--- src/rtl/opt_unit_pkg.sv ---
package opt_unit_pkg;
  localparam logic [31:0] UNLOCK_KEY_A = 32'h0819_2A3B;
  localparam logic [31:0] UNLOCK_KEY_B = 32'h4C5D_6E7F;

  localparam logic [7:0] OFS_KEY       = 8'h08;
  localparam logic [7:0] OFS_CTRL      = 8'h18;
  localparam logic [7:0] OFS_CUR_STAT  = 8'h1C;
  localparam logic [7:0] OFS_PEND_STAT = 8'h20;
  localparam logic [7:0] OFS_CLR       = 8'h24;
  localparam logic [7:0] OFS_CUR_WP    = 8'h38;
  localparam logic [7:0] OFS_PEND_WP   = 8'h3C;

  localparam int LOCK_BIT  = 0;
  localparam int START_BIT = 1;
  localparam int BUSY_BIT  = 0;
  localparam int ERR_BIT   = 30;
  localparam int RDP_LSB   = 8;

  localparam logic [7:0] RDP_OPEN   = 8'hAA;
  localparam logic [7:0] RDP_FROZEN = 8'hCC;

  typedef enum logic [1:0] {
    LVL_OPEN    = 2'd0,
    LVL_GUARDED = 2'd1,
    LVL_FROZEN  = 2'd2
  } prot_level_e;

  function automatic prot_level_e decode_level(logic [7:0] code);
    case (code)
      RDP_OPEN:   return LVL_OPEN;
      RDP_FROZEN: return LVL_FROZEN;
      default:    return LVL_GUARDED;
    endcase
  endfunction
endpackage

--- src/rtl/opt_key_lock.sv ---
module opt_key_lock
  import opt_unit_pkg::*;
(
  input  logic        clk_i,
  input  logic        rst_ni,
  input  logic        key_wr_i,
  input  logic        relock_i,
  input  logic [31:0] key_i,
  output logic        locked_o
);
  logic locked_q, stage_q;

  always_ff @(posedge clk_i or negedge rst_ni) begin
    if (!rst_ni) begin
      locked_q <= 1'b1;
      stage_q  <= 1'b0;
    end else if (relock_i) begin
      locked_q <= 1'b1;
      stage_q  <= 1'b0;
    end else if (key_wr_i && locked_q) begin
      if (!stage_q && key_i == UNLOCK_KEY_A) begin
        stage_q <= 1'b1;
      end else if (stage_q && key_i == UNLOCK_KEY_B) begin
        locked_q <= 1'b0;
        stage_q  <= 1'b0;
      end else begin
        stage_q <= 1'b0;
      end
    end
  end

  assign locked_o = locked_q;

  p_relock_r2: assert property (@(posedge clk_i) disable iff (!rst_ni)
    relock_i |=> locked_o);
  p_open_needs_key_r2: assert property (@(posedge clk_i) disable iff (!rst_ni)
    locked_o && !key_wr_i |=> locked_o);
endmodule

--- src/rtl/opt_commit_timer.sv ---
module opt_commit_timer #(
  parameter int CYCLES = 16
) (
  input  logic clk_i,
  input  logic rst_ni,
  input  logic start_i,
  output logic busy_o,
  output logic done_o
);
  localparam int CNT_W = $clog2(CYCLES + 1);

  logic             busy_q;
  logic [CNT_W-1:0] cnt_q;

  always_ff @(posedge clk_i or negedge rst_ni) begin
    if (!rst_ni) begin
      busy_q <= 1'b0;
      cnt_q  <= '0;
    end else if (busy_q) begin
      if (cnt_q == '0) busy_q <= 1'b0;
      else             cnt_q  <= cnt_q - 1'b1;
    end else if (start_i) begin
      busy_q <= 1'b1;
      cnt_q  <= CNT_W'(CYCLES - 1);
    end
  end

  assign busy_o = busy_q;
  assign done_o = busy_q && (cnt_q == '0);

  initial begin
    a_cycles_pos: assert (CYCLES >= 1);
  end

  p_busy_hold_r4: assert property (@(posedge clk_i) disable iff (!rst_ni)
    busy_q && cnt_q != '0 |=> busy_q);
  p_done_ends_r4: assert property (@(posedge clk_i) disable iff (!rst_ni)
    done_o |=> !busy_o);
endmodule

--- src/rtl/opt_image_store.sv ---
module opt_image_store
  import opt_unit_pkg::*;
#(
  parameter int              WP_W    = 8,
  parameter logic [7:0]      RST_RDP = 8'hAA,
  parameter logic [WP_W-1:0] RST_WP  = '1
) (
  input  logic            clk_i,
  input  logic            rst_ni,
  input  logic            lock_i,
  input  logic            pend_rdp_we_i,
  input  logic            pend_wp_we_i,
  input  logic [7:0]      rdp_wdata_i,
  input  logic [WP_W-1:0] wp_wdata_i,
  input  logic            done_i,
  input  logic            clr_err_i,
  output logic [7:0]      cur_rdp_o,
  output logic [WP_W-1:0] cur_wp_o,
  output logic [7:0]      pend_rdp_o,
  output logic [WP_W-1:0] pend_wp_o,
  output logic            err_o
);
  logic [7:0]      cur_rdp_q, pend_rdp_q;
  logic [WP_W-1:0] cur_wp_q, pend_wp_q;
  logic            err_q;
  logic            refuse;

  // lowering the frozen level is never allowed
  assign refuse = (cur_rdp_q == RDP_FROZEN) && (pend_rdp_q != RDP_FROZEN);

  always_ff @(posedge clk_i or negedge rst_ni) begin
    if (!rst_ni) begin
      cur_rdp_q  <= RST_RDP;
      cur_wp_q   <= RST_WP;
      pend_rdp_q <= RST_RDP;
      pend_wp_q  <= RST_WP;
      err_q      <= 1'b0;
    end else begin
      if (done_i && refuse) begin
        pend_rdp_q <= cur_rdp_q;
        pend_wp_q  <= cur_wp_q;
        err_q      <= 1'b1;
      end else begin
        if (done_i) begin
          cur_rdp_q <= pend_rdp_q;
          cur_wp_q  <= pend_wp_q;
        end
        if (pend_rdp_we_i) pend_rdp_q <= rdp_wdata_i;
        if (pend_wp_we_i)  pend_wp_q  <= wp_wdata_i;
        if (clr_err_i)     err_q      <= 1'b0;
      end
    end
  end

  assign cur_rdp_o  = cur_rdp_q;
  assign cur_wp_o   = cur_wp_q;
  assign pend_rdp_o = pend_rdp_q;
  assign pend_wp_o  = pend_wp_q;
  assign err_o      = err_q;

  p_cur_hold_r5: assert property (@(posedge clk_i) disable iff (!rst_ni)
    !done_i |=> $stable(cur_rdp_q) && $stable(cur_wp_q));
  p_frozen_sticky_r6: assert property (@(posedge clk_i) disable iff (!rst_ni)
    cur_rdp_q == RDP_FROZEN |=> cur_rdp_q == RDP_FROZEN);
  p_pend_locked_r7: assert property (@(posedge clk_i) disable iff (!rst_ni)
    lock_i && !done_i |=> $stable(pend_rdp_q) && $stable(pend_wp_q));
  p_err_clear_r8: assert property (@(posedge clk_i) disable iff (!rst_ni)
    clr_err_i && !done_i |=> !err_q);
endmodule

--- src/rtl/opt_commit_unit.sv ---
module opt_commit_unit
  import opt_unit_pkg::*;
#(
  parameter int              ADDR_W        = 8,
  parameter int              WP_W          = 8,
  parameter int              COMMIT_CYCLES = 16,
  parameter logic [7:0]      RST_RDP       = 8'hAA,
  parameter logic [WP_W-1:0] RST_WP        = '1
) (
  input  logic              clk_i,
  input  logic              rst_ni,
  input  logic              wr_en_i,
  input  logic [ADDR_W-1:0] addr_i,
  input  logic [31:0]       wdata_i,
  output logic [31:0]       rdata_o,
  output logic              busy_o,
  output logic [1:0]        rdp_level_o,
  output logic [WP_W-1:0]   wp_mask_o
);
  logic            locked, busy, done, err;
  logic            wr_key, wr_ctrl, wr_clr, wr_pend_stat, wr_pend_wp;
  logic            relock, start, edit_ok;
  logic [7:0]      cur_rdp, pend_rdp;
  logic [WP_W-1:0] cur_wp, pend_wp;

  assign wr_key       = wr_en_i && addr_i == ADDR_W'(OFS_KEY);
  assign wr_ctrl      = wr_en_i && addr_i == ADDR_W'(OFS_CTRL);
  assign wr_clr       = wr_en_i && addr_i == ADDR_W'(OFS_CLR);
  assign wr_pend_stat = wr_en_i && addr_i == ADDR_W'(OFS_PEND_STAT);
  assign wr_pend_wp   = wr_en_i && addr_i == ADDR_W'(OFS_PEND_WP);

  assign edit_ok = !locked && !busy;
  assign relock  = wr_ctrl && wdata_i[LOCK_BIT];
  assign start   = wr_ctrl && wdata_i[START_BIT] && !wdata_i[LOCK_BIT] && edit_ok;

  opt_key_lock u_lock (
    .clk_i    (clk_i),
    .rst_ni   (rst_ni),
    .key_wr_i (wr_key),
    .relock_i (relock),
    .key_i    (wdata_i),
    .locked_o (locked)
  );

  opt_commit_timer #(.CYCLES(COMMIT_CYCLES)) u_timer (
    .clk_i   (clk_i),
    .rst_ni  (rst_ni),
    .start_i (start),
    .busy_o  (busy),
    .done_o  (done)
  );

  opt_image_store #(.WP_W(WP_W), .RST_RDP(RST_RDP), .RST_WP(RST_WP)) u_store (
    .clk_i         (clk_i),
    .rst_ni        (rst_ni),
    .lock_i        (locked),
    .pend_rdp_we_i (wr_pend_stat && edit_ok),
    .pend_wp_we_i  (wr_pend_wp && edit_ok),
    .rdp_wdata_i   (wdata_i[RDP_LSB +: 8]),
    .wp_wdata_i    (wdata_i[WP_W-1:0]),
    .done_i        (done),
    .clr_err_i     (wr_clr && wdata_i[ERR_BIT]),
    .cur_rdp_o     (cur_rdp),
    .cur_wp_o      (cur_wp),
    .pend_rdp_o    (pend_rdp),
    .pend_wp_o     (pend_wp),
    .err_o         (err)
  );

  always_comb begin
    rdata_o = '0;
    case (addr_i)
      ADDR_W'(OFS_CTRL):      rdata_o[LOCK_BIT] = locked;
      ADDR_W'(OFS_CUR_STAT): begin
        rdata_o[BUSY_BIT]         = busy;
        rdata_o[RDP_LSB +: 8]     = cur_rdp;
        rdata_o[ERR_BIT]          = err;
      end
      ADDR_W'(OFS_PEND_STAT): rdata_o[RDP_LSB +: 8] = pend_rdp;
      ADDR_W'(OFS_CUR_WP):    rdata_o[WP_W-1:0]    = cur_wp;
      ADDR_W'(OFS_PEND_WP):   rdata_o[WP_W-1:0]    = pend_wp;
      default:                rdata_o = '0;
    endcase
  end

  assign busy_o      = busy;
  assign rdp_level_o = decode_level(cur_rdp);
  assign wp_mask_o   = cur_wp;

  p_no_start_locked_r7: assert property (@(posedge clk_i) disable iff (!rst_ni)
    locked && !busy |=> !busy);
  p_level_code_r9: assert property (@(posedge clk_i) disable iff (!rst_ni)
    rdp_level_o != 2'd3);
endmodule

--- config.mk ---
export PLATFORM = sky130hd
export DESIGN_NAME = opt_commit_unit
export DESIGN_NICKNAME = d
export VERILOG_FILES = /design/src/rtl/opt_unit_pkg.sv /design/src/rtl/opt_key_lock.sv /design/src/rtl/opt_commit_timer.sv /design/src/rtl/opt_image_store.sv /design/src/rtl/opt_commit_unit.sv
export SDC_FILE = /design/constraint.sdc
export NUM_CORES = 1
export LEC_CHECK = 0
export ABC_CLOCK_PERIOD_IN_PS = 5900
export BUFFER_PORTS_ARGS = -buffer_cell sky130_fd_sc_hd__buf_2
export CAP_MARGIN = 20
export CORE_MARGIN = 5
export CORE_UTILIZATION = 54
export DETAILED_ROUTE_END_ITERATION = 6
export PLACE_DENSITY = 0.85
export SLEW_MARGIN = 0
export SYNTH_ARGS = -nofsm -noshare
export SYNTH_HDL_FRONTEND = slang
export SYNTH_SLANG_ARGS = --single-unit
--- constraint.sdc ---
create_clock -name clk_i -period 5.9 [get_ports clk_i]
set_clock_uncertainty 0.1 [all_clocks]
set_input_delay 0.59 -clock clk_i [delete_from_list [all_inputs] [get_ports clk_i]]
set_output_delay 0.59 -clock clk_i [all_outputs]
set_load 0.02 [all_outputs]
### Word-level counts from Yosys, hierarchy flattened

Index checks and enable logic that the tools add are counted.

* add/subtract/negate cells: 1
* equality and inequality tests: 14
* muxes and demuxes: 24
* bitwise logic cells: 1
* reductions and logical operators: 33

Operators with widths (number)
* equality test 32 x 28 -> 1 bit, second input constant: 1
* equality test 32 x 31 -> 1 bit, second input constant: 1
* equality test 8 x 6 -> 1 bit, second input constant: 4
* two-way mux 8 bit: 4
* logical AND 1 bit: 19
* equality test 8 x 5 -> 1 bit, second input constant: 2
* equality test 8 bit, second input constant: 2
* case mux 8 bit (2 select lines): 1
* two-way mux 5 bit: 3
* case mux 7 bit (2 select lines): 1
* two-way mux 1 bit: 13
* nonzero test 2 bit: 6
* equality test 8 x 4 -> 1 bit, second input constant: 1
* != test 8 bit, second input constant: 1
* zero test 5 bit: 1
* subtractor 5 x 1 -> 5 bit, second input constant: 1
* zero test 1 bit: 4
* != test 2 bit, second input constant: 2
* case mux 1 bit (4 select lines): 1
* case mux 2 bit (2 select lines): 1
* AND reduction 2 bit: 2
* AND reduction 3 bit: 1
* inverter 1 bit: 1

* bits in registers: 41
* bits of input ports: 43
* output and inout bits: 43
* word-level logic and storage cells: 82

### Depth between registers and ports, before layout

Gate-level depths: netlist (run 1).

* depth after elaboration: 7
* mapped depth: 7
* mapped depth without buffers: 6

### By module

A second synthesis (run 1) with hierarchy kept.

* cell total of the unflattened synthesis: 223
* area total of the unflattened synthesis: 2507.4 um^2

By module, submodules not included
* opt_image_store: instances 1, cells each 104, area an instance 1445.1 um^2, sequential area each 855.8 um^2
* opt_commit_unit: instances 1, cells each 67, area an instance 539.3 um^2, sequential area each 0.0 um^2
* opt_commit_timer: instances 1, cells each 28, area an instance 316.6 um^2, sequential area each 150.1 um^2
* opt_key_lock: instances 1, cells each 24, area an instance 206.4 um^2, sequential area each 51.3 um^2

### Worst setup path before layout (run 1)

No wires, ideal clock.

* path type: input to output
* from: input port addr_i[5]
* to: output port rdata_o[0]
* arrival: 1.766 ns
* data required time: 5.210 ns
* slack: 3.444 ns
* stages: 5
* buffers on the path: 1
* path through: nor4b_1 > and2_1 > buf_2 > a22oi_1 > o21ai_0

* longest elaborated chain between the ends: 2
* elaborated cells between the ends (all ways): 5
* classes of those cells: eq/ne (4); mux (1)

RTL lines
* from (decl): line opt_commit_unit.sv:13 `input logic [ADDR_W-1:0] addr_i,`
* equality test 8 x 6 -> 1 bit / equality test 8 x 5 -> 1 bit (equally long branches): line opt_commit_unit.sv:72 `case (addr_i)`
* case mux 1 bit (4 select lines) *: line opt_commit_unit.sv:72
* to (decl): line opt_commit_unit.sv:15 `output logic [31:0] rdata_o,`

Every way passes the cells marked *; elsewhere a longest branch is shown, timed or not.

### Final worst setup path (run 1)

Same ends and word-level chain as after synthesis.

==> results of run 1 <==
==> worst max-delay path by stage <==
stage	endpoint	depth (start not counted)	slack [ns]
5_1_grt	rdata_o[0]	6	2.88
2_1_floorplan	rdata_o[0]	5	3.44
4_1_cts	rdata_o[0]	6	3.06
3_3_place_gp	rdata_o[0]	6	3.12
6_report	rdata_o[0]	6	3.05
3_5_place_dp	rdata_o[0]	6	3.07
==> registers in the layout, summed over array words and instances (netlist names) <==
| register | cells |
|---|---|
| u_lock.stage_q | 1 |
| u_timer.busy_o | 1 |
| u_store.cur_rdp_o | 8 |
| u_store.cur_wp_o | 8 |
| u_store.err_o | 1 |
| u_store.pend_rdp_o | 8 |
| u_timer.cnt_q | 5 |
| u_lock.locked_o | 1 |
| u_store.pend_wp_o | 8 |
==> synth_stat cells (2+ instances only) <==
cell	number	area, sq um
clkbuf_1	2	7.51
dfstp_2	25	657
nand4_1	4	25.0
and2_1	3	18.8
or4b_1	2	20.0
nand2b_1	4	25.0
and4bb_2	3	37.5
o21ai_0	5	25.0
nand4bb_1	2	22.5
buf_4	16	120
nand2_1	17	63.8
nor2b_1	2	12.5
nor4b_1	2	17.5
a22oi_1	2	15.0
inv_1	3	11.3
nor4_1	3	18.8
a22o_1	14	123
nor3b_2	2	25.0
nor3_1	2	10.0
mux2_2	17	191
nor2_1	3	11.3
mux2i_1	4	40.0
mux2_4	15	225
dfrtp_1	16	400
buf_6	2	22.5
or4_1	3	22.5
nand4b_1	3	26.3
or2b_1	2	15.0
==> power by group <==
group | switching [W] | total [W] | internal [W] | leakage (nW)
logic | 0.0000451 | 0.0000858 | 0.0000407 | 0.805
clock network | 0.0000972 | 0.000235 | 0.000138 | 0.0585
registers | 0.0000206 | 0.000323 | 0.000302 | 0.454
==> per-layer routing <==
layer / GRT usage / up-vias
met2: 0.348 / 91
met4: 0.0787 / 0
li1: - / 891
met1: 0.239 / 973
met5: 0 / -
met3: 0.0503 / 6
==> stage by stage <==
stage	worst slack, ns	instances	area, sq um	hold WS (ns)
after floorplan	3.44	223	2570	0.194
after global routing	2.88	332	2950	0.382
after global placement	3.12	324	2830	0.373
final	3.05	332	2950	0.310
after CTS	3.06	332	2950	0.334
after detailed placement	3.07	324	2830	0.378
==> worst register-to-register path: cells and delay by family, from the launching register on <==
| kind | cells | cell delay, ns |
|---|---|---|
| simple gates | 3 | 1.08 |
| flops | 1 | 0.42 |
| mux | 1 | 0.41 |
| fa+ha+maj | 1 | 0.19 |
| buf+inv | 1 | 0.07 |
==> layout make-up <==
type	count	area, sq um
flip-flops and latches	41	1060
well taps	52	65.1
clock buffers	7	86.3
fillers	349	1500
multi-input cells	158	1350
clock inverters	1	30.0
inverters	3	11.3
repair buffers	70	350
==> kinds of logic after synthesis <==
group | Yosys count
and+or+nand+nor | 74
AOI/OAI and AO/OA | 30
DFF | 41
adders and majority gates | 1
xor gates and xnor gates | 2
other | 1
buffers and inverters | 24
muxes | 36
==> out/qor.csv, run 1 <==
metric;value;unit
IR drop worst, VDD;0.146;mV
commonest non-fill, non-tap cell in the layout;buf_2;
Detailed Route Iter0 Violations;111;
Final Wtd Congestion;0.816;
Worst Path Arrival;2.16;ns
crit path launch;addr_i[5];
Hold WC Path Type;in2async;
number of synthesized flops with an enable pin;0;
worst reg2reg startpoint;u_timer.cnt_q[0];
Avg Inst Size Synth;12.0;sq um
post-route setup TNS;0;ns
slowest CP cell;nor4b_1;
synthesized instance count;209;
hold buffer count at cts;0;
die height;78.3;microns
DR pass1 iterations;4;
Leak Pwr;1.32;nW
hpwl dp;4.43;mm
fraction of layout cells with a size suffix above 1;0.543;
setup slack, reg-to-reg;3.52;ns
achievable frequency;0.351;GHz
CTS root buf;clkbuf_8;
WL met2;2.97;mm
Slew Viols, Final;0;
FF+latch count, synth;41;
most frequent cells in the layout;buf_2 (70), dfstp_2 (25), mux2_2 (17), nand2_1 (17), dfrtp_1 (16);
grt total ovfl;0;
TritonCTS clock tree;built;
die width;78.3;microns
worst-case clock buffer depth;2;
Yosys cell types;59;
PortBufs;70;
gr usage total;0.200;
mux contribution to synthesized area;0.182;
die area;0.00612;sq mm
worst slew pin tran;0.893;ns
antenna violations before repair;0;
core area;0.00444;sq mm
Max FO, Critical Path;9;
main combinational cell family by area after synthesis;simple AND/OR/NAND/NOR gates;
Num CTS Buffers;5;
WS Path Type;in2out;
Crit path top cell by count;buf_2;
Tot Pwr;0.000644;W
Final Hold Fails;0;
post-synthesis adder-cell area fraction;0.00497;
largest net degree at the start of global routing;42;
critical path's largest stage delay;0.59;ns
RSZ-0062 raised after global routing;no;
startpoint types;input pin;
nets;323;
crit end category;primary output;
DR DRC count;0;
Netlist Area Pre-Place;0.00252;sq mm
Highest Signal Layer;met4;
met1 wire length;2.44;mm
htree depth;2;
post-synthesis compound-gate area fraction;0.0975;
Initial Util;0.566;
most used flip-flop cell after synthesis;dfstp_2;
FF-to-FF End;u_store.cur_rdp_o[0];
Clk Latency, worst-skew pair;0.30;ns
register area share after synthesis;0.420;
met3 wire len;487;microns
pwr dens;219;mW/mm^2
Sink Count;41;
Vias;1961;
crit-path cells;buf_2, nor4b_1, and2_1, a22oi_1, o21ai_0, buf_2;
Final setup viols;0;
Routed WL;5.97;mm
num ports;86;
cell family with the largest share of critical-path delay;simple AND/OR/NAND/NOR gates;
post-synthesis simple-gate area fraction;0.221;
diodes inserted;0;
antenna-violating nets left;0;
worst path required time;5.21;ns
R2R depth;6;
yosys warns;0;
post-CTS resize count;0;
Placement Rows;24;
relative slew slack;0.404;
Period minus WS final;2.85;ns
asr flop ratio synth;1.00;
global-route wire length before repair;9.56;mm
Routed WL per cell;18.0;microns
outcome;finished clean;
max cap viols;0;
vias in the first global route;1971;
worst path buffer plus inverter count;2;
XOR/XNOR share of the synthesized area;0.00696;
vias per std cell;5.91;
clock slew seen by the registers of the worst setup and hold paths;0.08;ns
Tcrit/Tclk final;0.483;
Post-CTS Setup Repair Bufs;0;
fin util;0.663;
Syn-to-layout area delta;17.1;%
Power figures use the tool's default switching activity.
==> run 2: changes to the inputs <==
--- a/config.mk
+++ b/config.mk
@@ -5,13 +5,14 @@
 export SDC_FILE = /design/constraint.sdc
 export NUM_CORES = 1
 export LEC_CHECK = 0
-export ABC_CLOCK_PERIOD_IN_PS = 5900
+export ABC_AREA = 1
+export ABC_CLOCK_PERIOD_IN_PS = 2650
 export BUFFER_PORTS_ARGS = -buffer_cell sky130_fd_sc_hd__buf_2
 export CAP_MARGIN = 20
 export CORE_MARGIN = 5
-export CORE_UTILIZATION = 54
+export CORE_UTILIZATION = 51
 export DETAILED_ROUTE_END_ITERATION = 6
-export PLACE_DENSITY = 0.85
+export PLACE_DENSITY = 0.8
 export SLEW_MARGIN = 0
 export SYNTH_ARGS = -nofsm -noshare
 export SYNTH_HDL_FRONTEND = slang
==> constraint.sdc (replaced) <==
create_clock -name clk_i -period 2.65 [get_ports clk_i]
set_clock_uncertainty 0.1 [all_clocks]
set_input_delay 0.265 -clock clk_i [delete_from_list [all_inputs] [get_ports clk_i]]
set_output_delay 0.265 -clock clk_i [all_outputs]
set_load 0.02 [all_outputs]
==> out/qor.csv, run 2 <==
metric;value;unit;change
post-synth top area share;0.249;;was 0.261
Final Hold Fails;0;;unchanged
Detailed Route Iter0 Violations;228;;was 111
asr flop ratio synth;1.00;;unchanged
Initial Util;0.519;;was 0.566
Flop pwr share;0.518;;was 0.502
largest net degree at the start of global routing;42;;unchanged
antenna-violating nets left;0;;unchanged
slowest CP cell;dfstp_2;;was nor4b_1
P_sw;0.000327;W;was 0.000163 W
clock slew seen by the registers of the worst setup and hold paths;0.07;ns;was 0.08 ns
number of synthesized flops with an enable pin;0;;unchanged
Routed WL;6.30;mm;was 5.97 mm
fraction of layout cells with a size suffix above 1;0.262;;was 0.543
Multi-input gate area;0.00119;sq mm;was 0.00135 sq mm
die area;0.00670;sq mm;was 0.00612 sq mm
Routed WL per cell;12.0;microns;was 18.0 microns
Leak Pwr;1.71;nW;was 1.32 nW
global-route wire length before repair;10.9;mm;was 9.56 mm
storage element area;0.00106;sq mm;unchanged
CTS root buf;clkbuf_8;;unchanged
relative slew slack;0.386;;was 0.404
FF-to-FF End;u_store.pend_rdp_o[6];;was u_store.cur_rdp_o[0]
Worst Path Arrival;1.69;ns;was 2.16 ns
core area;0.00507;sq mm;was 0.00444 sq mm
diodes inserted;0;;unchanged
Sink Count;41;;unchanged
die height;81.9;microns;was 78.3 microns
Netlist Area Pre-Place;0.00264;sq mm;was 0.00252 sq mm
cell taking the most area after synthesis;dfstp_2;;unchanged
internal power;0.000922;W;was 0.000481 W
max cap viols;0;;unchanged
vias per std cell;4.92;;was 5.91
die width;81.9;microns;was 78.3 microns
vias in the first global route;2417;;was 1971
DR DRC count;0;;unchanged
combinational power share;0.118;;was 0.133
Placement Rows;26;;was 24
Hold WC Path Type;in2async;;unchanged
crit-path cells;inv_1, nor2_1, nand3_1, nor2_2, buf_4, a31oi_1, buf_2;;was buf_2, nor4b_1, and2_1, a22oi_1, o21ai_0, buf_2
Num CTS Buffers;5;;unchanged
register area share after synthesis;0.401;;was 0.420
htree depth;2;;unchanged
nets;498;;was 323
crit end category;primary output;;unchanged
post-CTS resize count;0;;unchanged
antenna violations before repair;0;;unchanged
most frequent cells in the layout;nand2_1 (105), buf_2 (70), inv_1 (69);;was buf_2 (70), dfstp_2 (25), mux2_2 (17), nand2_1 (17), dfrtp_1 (16)
worst-case clock buffer depth;2;;unchanged
post-route setup TNS;0;ns;unchanged
R2R depth;8;;was 6
Post-CTS Setup Repair Bufs;0;;unchanged
Final Wtd Congestion;0.893;;was 0.816
RSZ-0062 raised after global routing;no;;unchanged
Filler Cell Count;505;;was 349
leading post-synthesis cells by cell area;dfstp_2 (25%), dfrtp_1 (15%), nand2_1 (15%);;was dfstp_2 (26%), dfrtp_1 (16%), mux2_4 (9.0%)
DR pass1 iterations;6;;was 4
TritonCTS clock tree;built;;unchanged
worst slew pin tran;0.921;ns;was 0.893 ns
Clock power frac;0.364;;was 0.365
dpl ws;0.651;ns;was 3.07 ns
Period minus WS final;2.05;ns;
PortBufs;70;;unchanged
Avg Inst Size Synth;6.88;sq um;was 12.0 sq um
Vias;2581;;was 1961
Slew Viols, Final;0;;unchanged
startpoint types;register;;was input pin
pwr dens;405;mW/mm^2;was 219 mW/mm^2
grt total ovfl;0;;unchanged
num ports;86;;unchanged
FF+latch count, synth;41;;unchanged
Yosys cell types;27;;was 59
worst path required time;2.29;ns;was 5.21 ns
gr usage total;0.208;;was 0.200
commonest non-fill, non-tap cell in the layout;nand2_1;;was buf_2
Net Sw Frac;0.262;;was 0.253
Max FO, Critical Path;11;;was 9
setup slack, reg-to-reg;0.60;ns;was 3.52 ns
Final setup viols;0;;unchanged
Tcrit/Tclk final;0.775;;
outcome;finished clean;;unchanged
commonest cells in the netlist;nand2_1 (105), inv_1 (69), nand3_1 (50);;was dfstp_2 (25), mux2_2 (17), nand2_1 (17)
synthesized instance count;383;;was 209
WS Path Type;reg2out;;was in2out
most frequent cell after synthesis;nand2_1;;was dfstp_2
hold buffer count at cts;0;;unchanged
IR drop worst, VDD;0.208;mV;was 0.146 mV
worst reg2reg startpoint;u_timer.cnt_q[0];;unchanged
critical path's largest stage delay;0.54;ns;was 0.59 ns
Clk Latency, worst-skew pair;0.29;ns;was 0.30 ns
achievable frequency;0.487;GHz;
hpwl dp;4.88;mm;was 4.43 mm
Syn-to-layout area delta;17.0;%;was 17.1%
setup ws final;0.596;ns;was 3.05 ns
most used flip-flop cell after synthesis;dfstp_2;;unchanged
yosys warns;0;;unchanged
## run 2: cell types whose count changed in the layout (fill, tap and decap cells not counted), sizes merged, moves of 15 or more
cell	change
nand2	+89
inv	+67
nand3	+49
mux2	-32
nor2	+29
o21ai	+16
a22o	-15
## run 2: logic make-up after synthesis
logic type,count (synthesis),share of synthesized area
AOI/OAI and AO/OA,35,0.0722
adders and majority gates,1,0.00475
buffers and inverters,95,0.169
DFF,41,0.401
other,1,0.00142
and+or+nand+nor,210,0.352
## run 2: stage by stage
step,cell area (sq um),hold WS (ns),util,instances,total power (W)
2_1_floorplan,2690,-0.131,-,397,0.000752
3_3_place_gp,2980,0.349,0.588,517,0.000801
3_5_place_dp,2980,0.351,0.588,517,0.000804
4_1_cts,3080,0.0426,0.607,525,0.00125
5_1_grt,3080,0.0721,0.607,525,0.00131
6_report,3080,0.00417,0.607,525,0.00125
## run 2: critical path: cells and delay by family, from the launching register on
kind	cells	cell delay, ns
flip-flops	1	0.54
buffers and inverters	3	0.42
AO/OA/AOI/OAI	1	0.06
AND/OR/NAND/NOR	3	0.39
## run 2: final cells by class
class | count | area share
Multi-Input combinational cell | 261 | 0.385
Sequential cell | 41 | 0.343
Timing Repair Buffer | 75 | 0.126
Inverter | 70 | 0.0852
Clock buffer | 7 | 0.0312
Tap cell | 70 | 0.0284
Clock inverter | 1 | 0.00162
## run 2: per-layer routing
layer,up-vias,global-route usage,share of wire
li1,1315,-,-
met1,1157,0.281,0.46
met2,97,0.331,0.46
met3,12,0.0417,0.069
met4,0,0.0731,0.017
met5,-,0,0
## run 2: power by group through the flow
stage / Combinational [W] / Sequential [W] / Clock (W)
CTS: 0.000147 / 0.000647 / 0.000454
finish: 0.000147 / 0.000647 / 0.000455
global route: 0.000166 / 0.000648 / 0.000492
detailed placement: 0.000147 / 0.000657 / 0
global placement: 0.000144 / 0.000657 / 0
floorplan: 0.0000965 / 0.000656 / 0
## run 2: worst max path at each step
stage	start	end
2_1_floorplan	addr_i[7]	rdata_o[10]
3_3_place_gp	u_timer.cnt_q[0]	u_store.pend_wp_o[6]
3_5_place_dp	u_timer.cnt_q[0]	u_store.pend_rdp_o[6]
4_1_cts	u_store.cur_rdp_o[7]	rdp_level_o[0]
5_1_grt	u_timer.cnt_q[0]	u_store.pend_wp_o[7]
6_report	u_store.cur_rdp_o[7]	rdp_level_o[0]
==> run 3: changes to the inputs <==
--- a/config.mk
+++ b/config.mk
@@ -6,13 +6,13 @@
 export NUM_CORES = 1
 export LEC_CHECK = 0
 export ABC_AREA = 1
-export ABC_CLOCK_PERIOD_IN_PS = 2650
+export ABC_CLOCK_PERIOD_IN_PS = 1700
 export BUFFER_PORTS_ARGS = -buffer_cell sky130_fd_sc_hd__buf_2
 export CAP_MARGIN = 20
 export CORE_MARGIN = 5
-export CORE_UTILIZATION = 51
+export CORE_UTILIZATION = 46
 export DETAILED_ROUTE_END_ITERATION = 6
-export PLACE_DENSITY = 0.8
+export PLACE_DENSITY = 0.76
 export SLEW_MARGIN = 0
 export SYNTH_ARGS = -nofsm -noshare
 export SYNTH_HDL_FRONTEND = slang
==> constraint.sdc (replaced) <==
create_clock -name clk_i -period 1.7 [get_ports clk_i]
set_clock_uncertainty 0.1 [all_clocks]
set_input_delay 0.17 -clock clk_i [delete_from_list [all_inputs] [get_ports clk_i]]
set_output_delay 0.17 -clock clk_i [all_outputs]
set_load 0.02 [all_outputs]
==> out/qor.csv, run 3 (synthesized netlist as in run 2, its figures left out) <==
metric;value;unit;change
hold path cells;3;;
Initial Util;0.476;;was 0.519
Vias;2777;;was 2581
Detailed Route Iter0 Violations;131;;was 228
crit end category;primary output;;unchanged
Sink Count;41;;unchanged
relative slew slack;0.655;;was 0.386
WHS Endpoint;u_store.pend_rdp_o[4];;
worst path buffer plus inverter count;3;;unchanged
commonest non-fill, non-tap cell in the layout;nand2_1;;unchanged
gr usage total;0.199;;was 0.208
Final setup viols;13;;was 0
Clock power frac;0.400;;was 0.364
worst path required time;1.43;ns;was 2.29 ns
dpl cell area;0.00309;sq mm;was 0.00298 sq mm
Routed WL;7.25;mm;was 6.30 mm
FF-to-FF End;u_store.pend_wp_o[2];;was u_store.pend_rdp_o[6]
Routed WL per cell;13.0;microns;was 12.0 microns
DR pass1 iterations;4;;was 6
Final Hold Fails;0;;unchanged
Leak Pwr;1.92;nW;was 1.71 nW
WS Path Type;reg2out;;unchanged
hpwl dp;5.28;mm;was 4.88 mm
worst-case clock buffer depth;2;;unchanged
Slew Viols, Final;0;;unchanged
failing checks;setup timing;;
die height;85.7;microns;was 81.9 microns
startpoint types;register;;unchanged
setup ws final;-0.117;ns;was 0.596 ns
die area;0.00734;sq mm;was 0.00670 sq mm
most frequent cells in the layout;nand2_1 (101), buf_2 (68), inv_1 (66);;was nand2_1 (105), buf_2 (70), inv_1 (69)
global-route wire length before repair;11.7;mm;was 10.9 mm
critical path's largest stage delay;0.54;ns;about the same
antenna violations before repair;0;;unchanged
die width;85.7;microns;was 81.9 microns
crit-path cells;inv_2, nor2_4, nand3_2, nor2_4, buf_6, a31oi_4, buf_6;;was inv_1, nor2_1, nand3_1, nor2_2, buf_4, a31oi_1, buf_2
max cap viols;0;;unchanged
Tot Pwr;0.00216;W;was 0.00125 W
outcome;complete, but fails checks;;was finished clean
RSZ-0062 raised after global routing;yes;;was no
num ports;86;;unchanged
clock slew seen by the registers of the worst setup and hold paths;0.07;ns;about the same
pwr dens;618;mW/mm^2;was 405 mW/mm^2
vias per std cell;4.99;;was 4.92
cell family with the largest share of critical-path delay;flip-flops;;unchanged
CTS root buf;clkbuf_8;;unchanged
Hold WC Path Type;in2reg;;was in2async
dpl ws;0.00977;ns;was 0.651 ns
R2R depth;10;;was 8
vias in the first global route;2550;;was 2417
grt total ovfl;0;;unchanged
storage element area;0.00106;sq mm;unchanged
Net Sw Frac;0.244;;was 0.262
achievable frequency;0.550;GHz;
Syn-to-layout area delta;32.4;%;was 17.0%
Max FO, Critical Path;2;;was 11
DR DRC count;0;;unchanged
Flop pwr share;0.468;;was 0.518
Period minus WS final;1.82;ns;
crit path launch;u_store.cur_rdp_o[7];;unchanged
core area;0.00554;sq mm;was 0.00507 sq mm
worst slew pin tran;0.517;ns;was 0.921 ns
internal power;0.00163;W;was 0.000922 W
htree depth;2;;unchanged
TritonCTS clock tree;built;;unchanged
slowest CP cell;dfstp_2;;unchanged
Multi-input gate area;0.00129;sq mm;was 0.00119 sq mm
hold wc startpoint;wdata_i[12];;
diodes inserted;0;;unchanged
Worst Path Arrival;1.55;ns;was 1.69 ns
antenna-violating nets left;0;;unchanged
worst reg2reg startpoint;u_store.cur_rdp_o[7];;was u_timer.cnt_q[0]
setup slack, reg-to-reg;-0.04;ns;was 0.60 ns
Placement Rows;27;;was 26
nets;527;;was 498
Num CTS Buffers;5;;unchanged
fraction of layout cells with a size suffix above 1;0.331;;was 0.262
IR drop worst, VDD;0.465;mV;was 0.208 mV
combinational power share;0.132;;was 0.118
Post-Layout Inst Area;0.00349;sq mm;was 0.00308 sq mm
Clk Latency, worst-skew pair;0.29;ns;about the same
Final Wtd Congestion;0.813;;was 0.893
PortBufs;70;;unchanged
P_sw;0.000526;W;was 0.000327 W
Tcrit/Tclk final;1.07;;
largest net degree at the start of global routing;42;;unchanged
Filler Cell Count;523;;was 505
-- run 3: cell count changes in the layout (fill, tap and decap cells not counted), sizes merged --
cell | before | now
buf | 75 | 100
bufinv | 0 | 1
clkbuf | 7 | 6
dlygate4sd3 | 0 | 4
-- run 3: timing repair --
item,4_1_cts,5_1_grt
hold endpoints to repair,19,0
gates resized for setup,20,16
hold buffers,4,0
gates cloned,1,0
endpoints found under the setup margin,7,52
setup buffers,5,9
pin swaps,2,5
-- run 3: tightest hold or removal path, cell delays in order --
cell	delay, ns
buf_2	0.09
nand2_1	0.05
nand2_1	0.06
-- run 3: how the worst max path moves through the flow --
stage / endpoint / slack, ns / depth (start not counted)
6_report: rdp_level_o[0] / -0.12 / 7
5_1_grt: rdp_level_o[0] / -0.18 / 7
4_1_cts: rdp_level_o[0] / -0.11 / 7
3_5_place_dp: u_store.cur_wp_o[7] / 0.01 / 9
3_3_place_gp: rdata_o[10] / 0.07 / 7
2_1_floorplan: u_store.pend_rdp_o[0] / 0.08 / 10
-- run 3: per-stage QoR --
stage	TNS [ns]	hold WS, ns	utilization	instances
3_3_place_gp	0	0.163	0.557	531
6_report	-0.423	0.0203	0.630	556
2_1_floorplan	0	-0.226	-	397
3_5_place_dp	0	0.162	0.557	531
4_1_cts	-0.195	0.0159	0.609	548
5_1_grt	-3.11	0.0225	0.630	556
-- run 3: layout make-up --
| cell class | instances | area share |
|---|---|---|
| repair buffers | 104 | 0.190 |
| inverters | 70 | 0.0753 |
| multi-input cells | 261 | 0.369 |
| flip-flops and latches | 41 | 0.303 |
| well taps | 72 | 0.0258 |
| clock buffers | 6 | 0.0269 |
| clock inverters | 2 | 0.0100 |
-- run 3: metal layers --
metal,global-route usage,vias up,part of all wire
li1,-,1375,-
met5,0,-,0
met1,0.262,1271,0.40
met2,0.335,122,0.50
met3,0.0384,9,0.089
met4,0.0547,0,0.012
-- run 3: power by group through the flow --
stage	sequential, W	combinational, W	clock, W
3_5_place_dp	0.00102	0.000247	0
3_3_place_gp	0.00102	0.000242	0
5_1_grt	0.00101	0.000317	0.000915
4_1_cts	0.00101	0.000270	0.000879
6_report	0.00101	0.000286	0.000863
2_1_floorplan	0.00102	0.000150	0
